File: config.mk
export PLATFORM = sky130hd
export DESIGN_NAME = pctr_trace
export DESIGN_NICKNAME = d
export VERILOG_FILES = /design/src/rtl/pctr_pkg.sv /design/src/rtl/pctr_ptr.sv /design/src/rtl/pctr_addr.sv /design/src/rtl/pctr_ctrl.sv /design/src/rtl/pctr_trace.sv
export SDC_FILE = /design/constraint.sdc
export NUM_CORES = 1
export LEC_CHECK = 0
export BUFFER_PORTS_ARGS = -buffer_cell sky130_fd_sc_hd__buf_2
export CORE_MARGIN = 2
export CORE_UTILIZATION = 49
export DETAILED_ROUTE_END_ITERATION = 6
export PLACE_DENSITY = 0.76
export SLEW_MARGIN = 40
export SYNTH_ARGS = -nofsm -noshare
export SYNTH_HDL_FRONTEND = slang
export SYNTH_HIERARCHICAL = 1
export SYNTH_SLANG_ARGS = --single-unit
File: constraint.sdc
create_clock -name clk -period 2.4 [get_ports clk]
set_input_delay 0.12 -clock clk [delete_from_list [all_inputs] [get_ports clk]]
set_output_delay 0.12 -clock clk [all_outputs]
set_load 0.03 [all_outputs]
File: src/rtl/pctr_pkg.sv
package pctr_pkg;

  typedef enum logic [1:0] {
    ST_IDLE    = 2'd0,
    ST_STORE   = 2'd1,
    ST_RELEASE = 2'd2
  } pctr_state_e;

endpackage

File: src/rtl/pctr_ptr.sv
// Two-halved trace pointer: negative count (upper) and index (lower).
module pctr_ptr #(
  parameter int H = 18
) (
  input  logic           clk,
  input  logic           rst_n,
  input  logic           load,
  input  logic [2*H-1:0] load_val,
  input  logic           step,
  output logic [H-1:0]   idx
);
  localparam int PW = 2 * H;

  logic [PW-1:0] start_q;
  logic [PW-1:0] ptr_q;
  logic [H-1:0]  cnt_inc;
  logic [H-1:0]  idx_inc;
  logic          lap_end;

  assign cnt_inc = ptr_q[PW-1:H] + 1'b1;
  assign idx_inc = ptr_q[H-1:0] + 1'b1;
  assign lap_end = (cnt_inc == '0);

  always_ff @(posedge clk) begin
    if (!rst_n) begin
      start_q <= '0;
      ptr_q   <= '0;
    end else if (load) begin
      start_q <= load_val;
      ptr_q   <= load_val;
    end else if (step) begin
      if (lap_end) ptr_q <= start_q;
      else         ptr_q <= {cnt_inc, idx_inc};
    end
  end

  assign idx = ptr_q[H-1:0];


  idx_step_chk: assert property (@(posedge clk) disable iff (!rst_n)
    (step && !load && !lap_end) |=> (ptr_q[H-1:0] == $past(ptr_q[H-1:0]) + 1'b1));


  lap_restore_chk: assert property (@(posedge clk) disable iff (!rst_n)
    (step && !load && lap_end) |=> (ptr_q == $past(start_q)));


  ptr_hold_chk: assert property (@(posedge clk) disable iff (!rst_n)
    (!step && !load) |=> $stable(ptr_q));

endmodule

File: src/rtl/pctr_addr.sv
// Base register and store-address former (index half only).
module pctr_addr #(
  parameter int H = 18
) (
  input  logic           clk,
  input  logic           rst_n,
  input  logic           load,
  input  logic [2*H-1:0] load_base,
  input  logic [H-1:0]   idx,
  output logic [2*H-1:0] addr
);
  localparam int W = 2 * H;

  logic [W-1:0] base_q;

  always_ff @(posedge clk) begin
    if (!rst_n)    base_q <= '0;
    else if (load) base_q <= load_base;
  end

  assign addr = base_q + {{(W-H){1'b0}}, idx};


  base_load_chk: assert property (@(posedge clk) disable iff (!rst_n)
    load |=> (base_q == $past(load_base)));

endmodule

File: src/rtl/pctr_ctrl.sv
// Arm flag, capture/store/release sequencing and issue stall.
module pctr_ctrl
  import pctr_pkg::*;
#(
  parameter int W = 36
) (
  input  logic         clk,
  input  logic         rst_n,
  input  logic         ctl_load,
  input  logic         ctl_disable,
  input  logic [W-1:0] next_addr,
  input  logic         issue_valid,
  input  logic [W-1:0] issue_pc,
  output logic         issue_ready,
  output logic         mem_valid,
  input  logic         mem_ready,
  output logic [W-1:0] mem_addr,
  output logic [W-1:0] mem_data,
  output logic         step,
  output logic         trace_on
);
  pctr_state_e state_q, state_d;
  logic        armed_q;
  logic        capture;
  logic [W-1:0] addr_q, data_q;

  assign capture = (state_q == ST_IDLE) && armed_q && issue_valid;
  assign step    = (state_q == ST_STORE) && mem_ready;

  always_comb begin
    state_d = state_q;
    case (state_q)
      ST_IDLE:    if (capture) state_d = ST_STORE;
      ST_STORE:   if (mem_ready) state_d = ST_RELEASE;
      ST_RELEASE: state_d = ST_IDLE;
      default:    state_d = ST_IDLE;
    endcase
  end

  always_ff @(posedge clk) begin
    if (!rst_n) begin
      state_q <= ST_IDLE;
      armed_q <= 1'b0;
      addr_q  <= '0;
      data_q  <= '0;
    end else begin
      state_q <= state_d;
      if (ctl_load)         armed_q <= 1'b1;
      else if (ctl_disable) armed_q <= 1'b0;
      if (capture) begin
        addr_q <= next_addr;
        data_q <= issue_pc;
      end
    end
  end

  assign mem_valid   = (state_q == ST_STORE);
  assign mem_addr    = addr_q;
  assign mem_data    = data_q;
  assign trace_on    = armed_q && (state_q == ST_IDLE);
  assign issue_ready = ((state_q == ST_IDLE) && !armed_q) || (state_q == ST_RELEASE);


  capture_chk: assert property (@(posedge clk) disable iff (!rst_n)
    ((state_q == ST_IDLE) && armed_q && issue_valid)
      |=> (mem_valid && mem_addr == $past(next_addr) && mem_data == $past(issue_pc)));


  stall_chk: assert property (@(posedge clk) disable iff (!rst_n)
    mem_valid |-> !issue_ready);


  hold_chk: assert property (@(posedge clk) disable iff (!rst_n)
    (mem_valid && !mem_ready) |=> (mem_valid && $stable(mem_addr) && $stable(mem_data)));


  release_chk: assert property (@(posedge clk) disable iff (!rst_n)
    (mem_valid && mem_ready) |=> (issue_ready && !mem_valid && !trace_on));


  self_mask_chk: assert property (@(posedge clk) disable iff (!rst_n)
    mem_valid |-> !trace_on);

endmodule

File: src/rtl/pctr_trace.sv
// Program counter trace recorder top.
module pctr_trace #(
  parameter int H = 18,
  localparam int W = 2 * H
) (
  input  logic         clk,
  input  logic         rst_n,
  input  logic         ctl_load,
  input  logic [W-1:0] ctl_base,
  input  logic [W-1:0] ctl_ptr,
  input  logic         ctl_disable,
  output logic [W-1:0] ctl_next_addr,
  output logic         trace_on,
  input  logic         issue_valid,
  input  logic [W-1:0] issue_pc,
  output logic         issue_ready,
  output logic         mem_valid,
  input  logic         mem_ready,
  output logic [W-1:0] mem_addr,
  output logic [W-1:0] mem_data
);
  logic [H-1:0] idx;
  logic         step;

  pctr_ptr #(.H(H)) u_ptr (
    .clk      (clk),
    .rst_n    (rst_n),
    .load     (ctl_load),
    .load_val (ctl_ptr),
    .step     (step),
    .idx      (idx)
  );

  pctr_addr #(.H(H)) u_addr (
    .clk       (clk),
    .rst_n     (rst_n),
    .load      (ctl_load),
    .load_base (ctl_base),
    .idx       (idx),
    .addr      (ctl_next_addr)
  );

  pctr_ctrl #(.W(W)) u_ctrl (
    .clk         (clk),
    .rst_n       (rst_n),
    .ctl_load    (ctl_load),
    .ctl_disable (ctl_disable),
    .next_addr   (ctl_next_addr),
    .issue_valid (issue_valid),
    .issue_pc    (issue_pc),
    .issue_ready (issue_ready),
    .mem_valid   (mem_valid),
    .mem_ready   (mem_ready),
    .mem_addr    (mem_addr),
    .mem_data    (mem_data),
    .step        (step),
    .trace_on    (trace_on)
  );


  disarm_chk: assert property (@(posedge clk) disable iff (!rst_n)
    (ctl_disable && !ctl_load) |=> !trace_on);

endmodule

==> results list, run 1 <==
* Clock sinks: 183
* Syn_nets: around 1.3k
- For met3 alone, demand over resource in global routing was 0.0544.
* Wire length of the first global-routing pass: between 50 and 60 mm
- Chip width: between 100 and 150 um
- After clock tree synthesis, the clock-pin slew on the worst setup and hold paths is ~60 ps.
* Total DRC errors in the routed layout: 0
- For the pin with the worst max-slew slack, the measured transition is about 730 ps.
* Commonest register cell after synthesis: sky130_fd_sc_hd__dfxtp_1
- The critical path in this run is classified as register to output pin.
* Most common cell after layout, fill and taps aside: sky130_fd_sc_hd__buf_2
- The repair_antennas step left the layout with diodes totalling 0.
- Arrival time at the worst endpoint: about 2900 ps
- Cell-by-cell listing of the critical path: ha_4 > fa_2 > a21oi_2 > o211ai_1 > and3_4 > o41ai_4 > o221ai_4 > buf_6 > nand3_4 > xnor2_4 > buf_6
- CTS root buffer: sky130_fd_sc_hd__clkbuf_16
- Kind of cell adding the most delay to the critical path: compound AO/OA/AOI/OAI gates
- Number of nets with antenna violations after routing: 0
- Data on the critical path is required at its endpoint by approximately 2300 ps.
- Die Span Y: 145 um
* Setup violation total in the final timing report: slightly above 70
- STA classifies the critical path endpoint as an output pin.
- Met2 routing resource usage after global routing: 0.526
- Initial Utilization: 0.501
* Worst hold margin: -10.4 ps
- Ratio of final minimum period to clock period: 1.26
- Met1 GRT Util: 0.359
* Critical path peak fanout: 4
* Maximum vdd drop: about 0.5 mV
- Shortest period the worst path allows: just over 3000 ps
- Count of endpoints failing hold in the final timing report: 1
- Unrepaired setup endpoints after global routing: true
* Max-slew violation total from the final report: 0
- Overall power consumption after layout is estimated at 0.00794 W.
* Outcome: finished, violations left
- The synthesized netlist occupies a cell area of around 10000 um^2.
- CTS max path bufs: 2
- In this design, the stage delay of the slowest critical-path cell is around 340 ps.
* Sequential fraction of the synthesis area: 0.375
- Worst-Skew Late Latency: around 440 ps
- During synthesis, Yosys emitted a total of 6 warnings.
- Layout overhead on the synthesized area: 53.6%
- Share of final-layout standard cells stronger than drive strength 1: 0.371
- Summed over all layers, the global routing overflow is 0.
* Number of storage elements in the synthesis netlist: 183
- Max-cap violations in this run came to 0.
- Count of unique library cells instantiated by Yosys: 75
- Gp weighted congestion: between 0.8 and 0.9
- Hold Crit Class: input pin to register
- Share of synthesized flip-flops with an asynchronous set or reset: 0
- STA classifies the critical path startpoint as a register.
- Number of rows created at floorplan: 51
- In the layout the commonest cells are sky130_fd_sc_hd__buf_2 (190), sky130_fd_sc_hd__nand2_1 (184), sky130_fd_sc_hd__dfxtp_1 (168).
- Maximum clock frequency: around 330 MHz
- Average detailed-routed wire length per instance: 20.1 um
* Static Leakage: around 6.5 nW
- Number of nets at the end of the flow: about 1.7k
- After detailed routing, the number of vias per cell comes to just under 6.
* Clock tree from TritonCTS: built
- The detailed router finished its first iteration with slightly above 1k violations.
- Vias post-DR: ~10k
* Worst slew margin: 0.511
* EDFF count, synth: 0
- Setup skew after layout: roughly 16 ps
- Input and output buffers added on the ports amount to ~220.
* Failing checks: hold timing, setup timing
- CP max stage cell: sky130_fd_sc_hd__dfxtp_2
* Cell count after synthesis: approximately 1.1k
* Via count of the first global-routing pass: 9770
* H-tree levels: 4
* Detailed-router iteration count before antenna repair: 7
- Buffers inserted during clock tree synthesis total 17.
* Number of buffer and inverter stages on the critical path: 2
- The number of placed instances, taps included, is roughly 1.6k.
- Top Ports: roughly 230
* Detailed Route WL: about 36 mm
- Ratio of total power to cell area: 528 nW/um^2
- Post-place setup slack: -237 ps
- The floorplan step defined a core boundary enclosing approximately 20000 um^2.
* Antenna violations before repair: 0
* Post-route insts no fill: roughly 1.8k
- Detailed placement finished with a half-perimeter wire length of slightly above 20 mm.
- After global routing, the most crowded layer is met2.
- Fin worst setup slack: -628 ps
- Largest net degree at the start of global routing: 164
- Across every metal layer, demand over resource in global routing totals 0.297.
* Syn avg cell area: about 9 um^2
* Area enclosed by the die boundary: between 20000 and 25000 um^2
* Crit-path most repeated cell: sky130_fd_sc_hd__buf_6
[repair_timing]
item | 4_1_cts | 5_1_grt
endpoints found under the hold margin | 125 | 0
buffers inserted | 13 | 25
cloned | 1 | 2
setup endpoints to repair | 68 | 85
pin swaps | 37 | 60
hold buffers | 106 | 0
gates resized for setup | 129 | 104
[per-layer routing]
| layer | routed length [um] | vias to the layer above |
|---|---|---|
| li1 | - | 4756 |
| met1 | 13900 | 4904 |
| met2 | 17900 | 638 |
| met3 | 2600 | 166 |
| met4 | 1890 | 0 |
| met5 | 0 | - |
[tightest hold or removal path, delay by kind of cell]
| family | cells | cell delay, ps |
|---|---|---|
| and+or+nand+nor | 1 | 100 |
| buffers and inverters | 1 | 90 |
| muxes | 1 | 60 |
[synth_stat cells (20+ instances only)]
cell type                    n  area share
sky130_fd_sc_hd__a21oi_1    51       0.026
sky130_fd_sc_hd__and3_1     25       0.016
sky130_fd_sc_hd__clkbuf_1   42       0.016
sky130_fd_sc_hd__dfxtp_1   183        0.37
sky130_fd_sc_hd__ha_1       20       0.026
sky130_fd_sc_hd__mux2i_1   137        0.14
sky130_fd_sc_hd__nand2_1   191       0.073
sky130_fd_sc_hd__nand3_1    37       0.019
sky130_fd_sc_hd__nand4_1    20       0.013
sky130_fd_sc_hd__nor2_1     52       0.020
sky130_fd_sc_hd__nor2b_1    40       0.026
sky130_fd_sc_hd__o21ai_0    44       0.023
sky130_fd_sc_hd__xnor2_1    33       0.030
[logic make-up (layout without fill, tap and decap cells)]
logic type	Yosys count	count (layout)	share of synthesized area
fa+ha+maj	21	21	0.0276
xor+xnor	43	43	0.0385
flops	183	183	0.375
simple gates	424	425	0.213
mux	137	137	0.140
compound gates	196	196	0.142
buf+inv	113	537	0.0636
[layout make-up]
| class | instances | area, um^2 |
|---|---|---|
| clock buffer | 17 | 425 |
| inverter | 19 | 71.3 |
| clock inverter | 15 | 154 |
| multi-input combinational | 822 | 6540 |
| timing repair buffer | 486 | 3800 |
| fill | 1169 | 4500 |
| tap | 265 | 332 |
| sequential | 183 | 3690 |
[metrics by stage]
step,utilization,hold slack [ps],TNS (ps),instance area [um^2]
floorplan,-,244,-2900,10200
global placement,0.619,367,-3020,12100
detailed placement,0.619,376,-5680,12100
CTS,0.733,6.04,-12130,14300
global route,0.769,22.5,-26010,15000
finish,0.769,-10.4,-19360,15000
[path summary, 6_finish.rpt]
path / cells after the start / start / to / slack [ps]
min reg2reg: 2 / u_ctrl/mem_addr[17] / u_ctrl/mem_addr[17] / 460
max reg2reg: 13 / u_ptr/ptr_q[0] / u_ctrl/mem_addr[30] / -300
max: 11 / u_ptr/ptr_q[0] / ctl_next_addr[34] / -630
min: 3 / ctl_base[0] / u_addr/base_q[0] / -10
[registers in the layout, summed over array words and instances, names as in the netlist]
register         cells
u_addr/base_q       36
u_ctrl/mem_addr     36
u_ctrl/mem_data     36
u_ptr/ptr_q         36
u_ptr/start_q       36
u_ctrl/state_q       2
u_ctrl/armed_q       1
[power breakdown]
part / switching [W] / total [W] / internal, W
clock: 0.00140 / 0.00279 / 0.00139
combinational: 0.000971 / 0.00182 / 0.000849
sequential: 0.000141 / 0.00333 / 0.00318
total: 0.00251 / 0.00794 / 0.00543
(Power assumes the default switching activity.)
==> run 2, diff against run 1 <==
--- a/config.mk
+++ b/config.mk
@@ -9,7 +9,7 @@
 export CORE_MARGIN = 2
 export CORE_UTILIZATION = 49
 export DETAILED_ROUTE_END_ITERATION = 6
-export PLACE_DENSITY = 0.76
+export PLACE_DENSITY = 0.81
 export SLEW_MARGIN = 40
 export SYNTH_ARGS = -nofsm -noshare
 export SYNTH_HDL_FRONTEND = slang
==> run 2 against run 1 <==
Compared with the run above:
- the flow finishes with violations (DRC, setup timing)
- global-route usage up 3.9 points
- critical path type unchanged
- register-to-register slack lost 410 ps
- sequential cell count did not move
- clock power up 7%
- first-iteration DRC count increased by 62%
- total power is 4.9% higher
- clock-buffer cell count unchanged
==> results list, run 2 (synthesis gave the netlist of run 1 again) <==
- Initial Utilization: 0.501
* Switch Pwr: roughly 0.0027 W
- End-of-flow core utilization: 0.804
* Largest stage delay, worst path: around 590 ps
- Failing checks: DRC, setup timing
* Total congestion overflow after global routing: 0
- For the pin with the worst max-slew slack, the measured transition is 716 ps.
- Detailed-router iteration count before antenna repair: 7
- Area of the core region: a little under 20000 um^2
- Setup violation total in the final timing report: 96
* CP max stage cell: sky130_fd_sc_hd__o21ai_0
- 0 antenna diodes ended up in the layout.
- Relative to the synthesized area, the layout overhead comes to 60.6%.
- Total DRC errors in the routed layout: 9
- In this run the deepest clock path goes through 2 buffers.
- In this run the tightest slew margin relative to its limit is 0.518.
- Number of rows created at floorplan: 51
- H-tree levels: 4
* Area enclosed by the die boundary: approximately 21000 um^2
- Chip width: about 150 um
- The worst setup path is captured at an output pin.
* Number of nets with antenna violations after routing: 0
* Outcome: finished, violations left
* Setup skew after layout: between 10 and 15 ps
- Arrival time at the worst endpoint: 3280 ps
- Max-slew violation total from the final report: 0
- Cell-by-cell listing of the critical path: ha_1 > nand2_1 > o21ai_0 > o41ai_4 > o221ai_4 > nand4_1 > xnor2_4 > buf_6
- Setup slack of the most critical reg-to-reg path: -710 ps
- Critical path launch point type: register
* Crit path kind: register to output pin
* Worst-Skew Late Latency: ~450 ps
- Routability-driven placement finished with a final weighted congestion of ~0.93.
- Hpwl dp: between 20 and 25 mm
- Die Span Y: ~150 um
* Internal power: approximately 0.0056 W
* CTS root buffer: sky130_fd_sc_hd__clkbuf_16
- The tightest hold path in the finished design has a slack of approximately 27 ps.
* Count of endpoints failing hold in the final timing report: 0
- Via count of the first global-routing pass: approximately 11k
* Number of buffers inserted during clock tree synthesis: 17
- TritonCTS built the clock tree.
- Dividing the detail-routed wire length by the instance count gives approximately 25 um.
- Entering global routing, the biggest net connects approximately 130 pins.
* Wire length of the first global-routing pass: 57.4 mm
* Detailed router's first-iteration violation count: about 1.7k
- Proportion of power drawn by flip-flops and latches: 0.400
- Of the total power, combinational logic draws 0.242.
- Required time worst endpoint: between 2000 and 2500 ps
* Maximum vdd drop: 0.531 mV
- Number of I/O port buffers: around 220
- After layout, the worst setup slack is -998 ps.
* Commonest cells after routing, fill and taps aside: sky130_fd_sc_hd__buf_2 (190), sky130_fd_sc_hd__nand2_1 (178), sky130_fd_sc_hd__dfxtp_1 (171)
- Final total power: approximately 0.0083 W
* Share of final-layout standard cells stronger than drive strength 1: 0.401
- Of the total power, the clock network draws 0.358.
- Vias per cell: approximately 6.3
- Ratio of total power to cell area: between 500 and 600 nW/um^2
- Clock-pin slew on the worst setup and hold paths: approximately 80 ps
- The detailed router placed between 10k and 15k vias in this run.
* Max capacitance violation total: 0
* Clock sinks: 183
- Maximum clock frequency: ~290 MHz
* Sw frac: 0.329
- Ratio of final minimum period to clock period: 1.42
- Most common cell after layout, fill and taps aside: sky130_fd_sc_hd__buf_2
- Critical path peak fanout: 5
- In the global route stage, overall resource usage came out at 0.336.
- The worst hold path belongs to the class input pin to register.
* Shortest period the worst path allows: about 3400 ps
- Static Leakage: 6.76 nW
- Number of nets at the end of the flow: 1700
- Unrepaired setup endpoints after global routing: true
- In this run the count of I/O pins placed on the die edge is 225.
- The routed design has 45.3 mm of wire.
- The number of antenna violations at the first check in global routing came to 0.
run 2: cell count changes in the layout (fill, tap and decap cells not counted), sizes merged:
cell | previous run | this run
buf | 378 | 415
bufinv | 0 | 1
clkinvlp | 2 | 0
inv | 28 | 27
nand3 | 40 | 39
clkinv | 4 | 6
run 2: final timing paths:
kind,startpoint,endpoint,depth (start not counted)
setup / recovery,u_addr/base_q[9],ctl_next_addr[26],8
hold / removal,ctl_ptr[32],u_ptr/start_q[32],4
hold reg to reg,u_ctrl/mem_data[32],u_ctrl/mem_data[32],2
setup reg to reg,u_addr/base_q[9],u_ctrl/mem_addr[26],10
run 2: cell type report:
type | count | area, um^2
multi-input combinational | 821 | 6860
timing repair buffer | 523 | 4150
fill | 994 | 3820
sequential | 183 | 3690
clock buffer | 17 | 425
tap | 265 | 332
clock inverter | 15 | 183
inverter | 19 | 71.3
run 2: what timing repair did:
item,4_1_cts,5_1_grt
endpoints found under the setup margin,77,95
buffers inserted,27,37
gates resized for setup,133,161
pin swaps,41,87
cloned,2,2
hold buffers,106,0
endpoints found under the hold margin,126,0
run 2: power groups by stage:
stage / clock network [W] / registers, W / logic, W
final: 0.00298 / 0.00333 / 0.00201
after global routing: 0.00312 / 0.00334 / 0.00208
after CTS: 0.00295 / 0.00330 / 0.00169
after detailed placement: 0 / 0.00337 / 0.00137
after global placement: 0 / 0.00336 / 0.00135
after floorplan: 0 / 0.00344 / 0.000829
run 2: metrics by stage:
step / TNS [ps] / cells / worst slack (ps) / instance area (um^2)
global placement: -2570 / 1642 / -148 / 12200
global route: -39870 / 1843 / -1090 / 15700
CTS: -13630 / 1809 / -553 / 14700
floorplan: -2900 / 1117 / -275 / 10200
finish: -34870 / 1843 / -998 / 15700
detailed placement: -5250 / 1642 / -188 / 12200
run 2: worst max-delay path, delay by kind of cell (launching register included):
kind | cells | cell delay (ps)
AO/OA/AOI/OAI | 3 | 1130
AND/OR/NAND/NOR | 2 | 460
adder cells (fa/ha/maj) | 1 | 440
flip-flops | 1 | 340
XOR/XNOR | 1 | 290
buffers and inverters | 1 | 160
run 2: layer usage:
metal	track usage	wire length [um]	share of wire
met1	0.384	15300	0.34
met2	0.597	21300	0.47
met3	0.0607	4560	0.10
met4	0.174	4140	0.091
met5	0	0	0
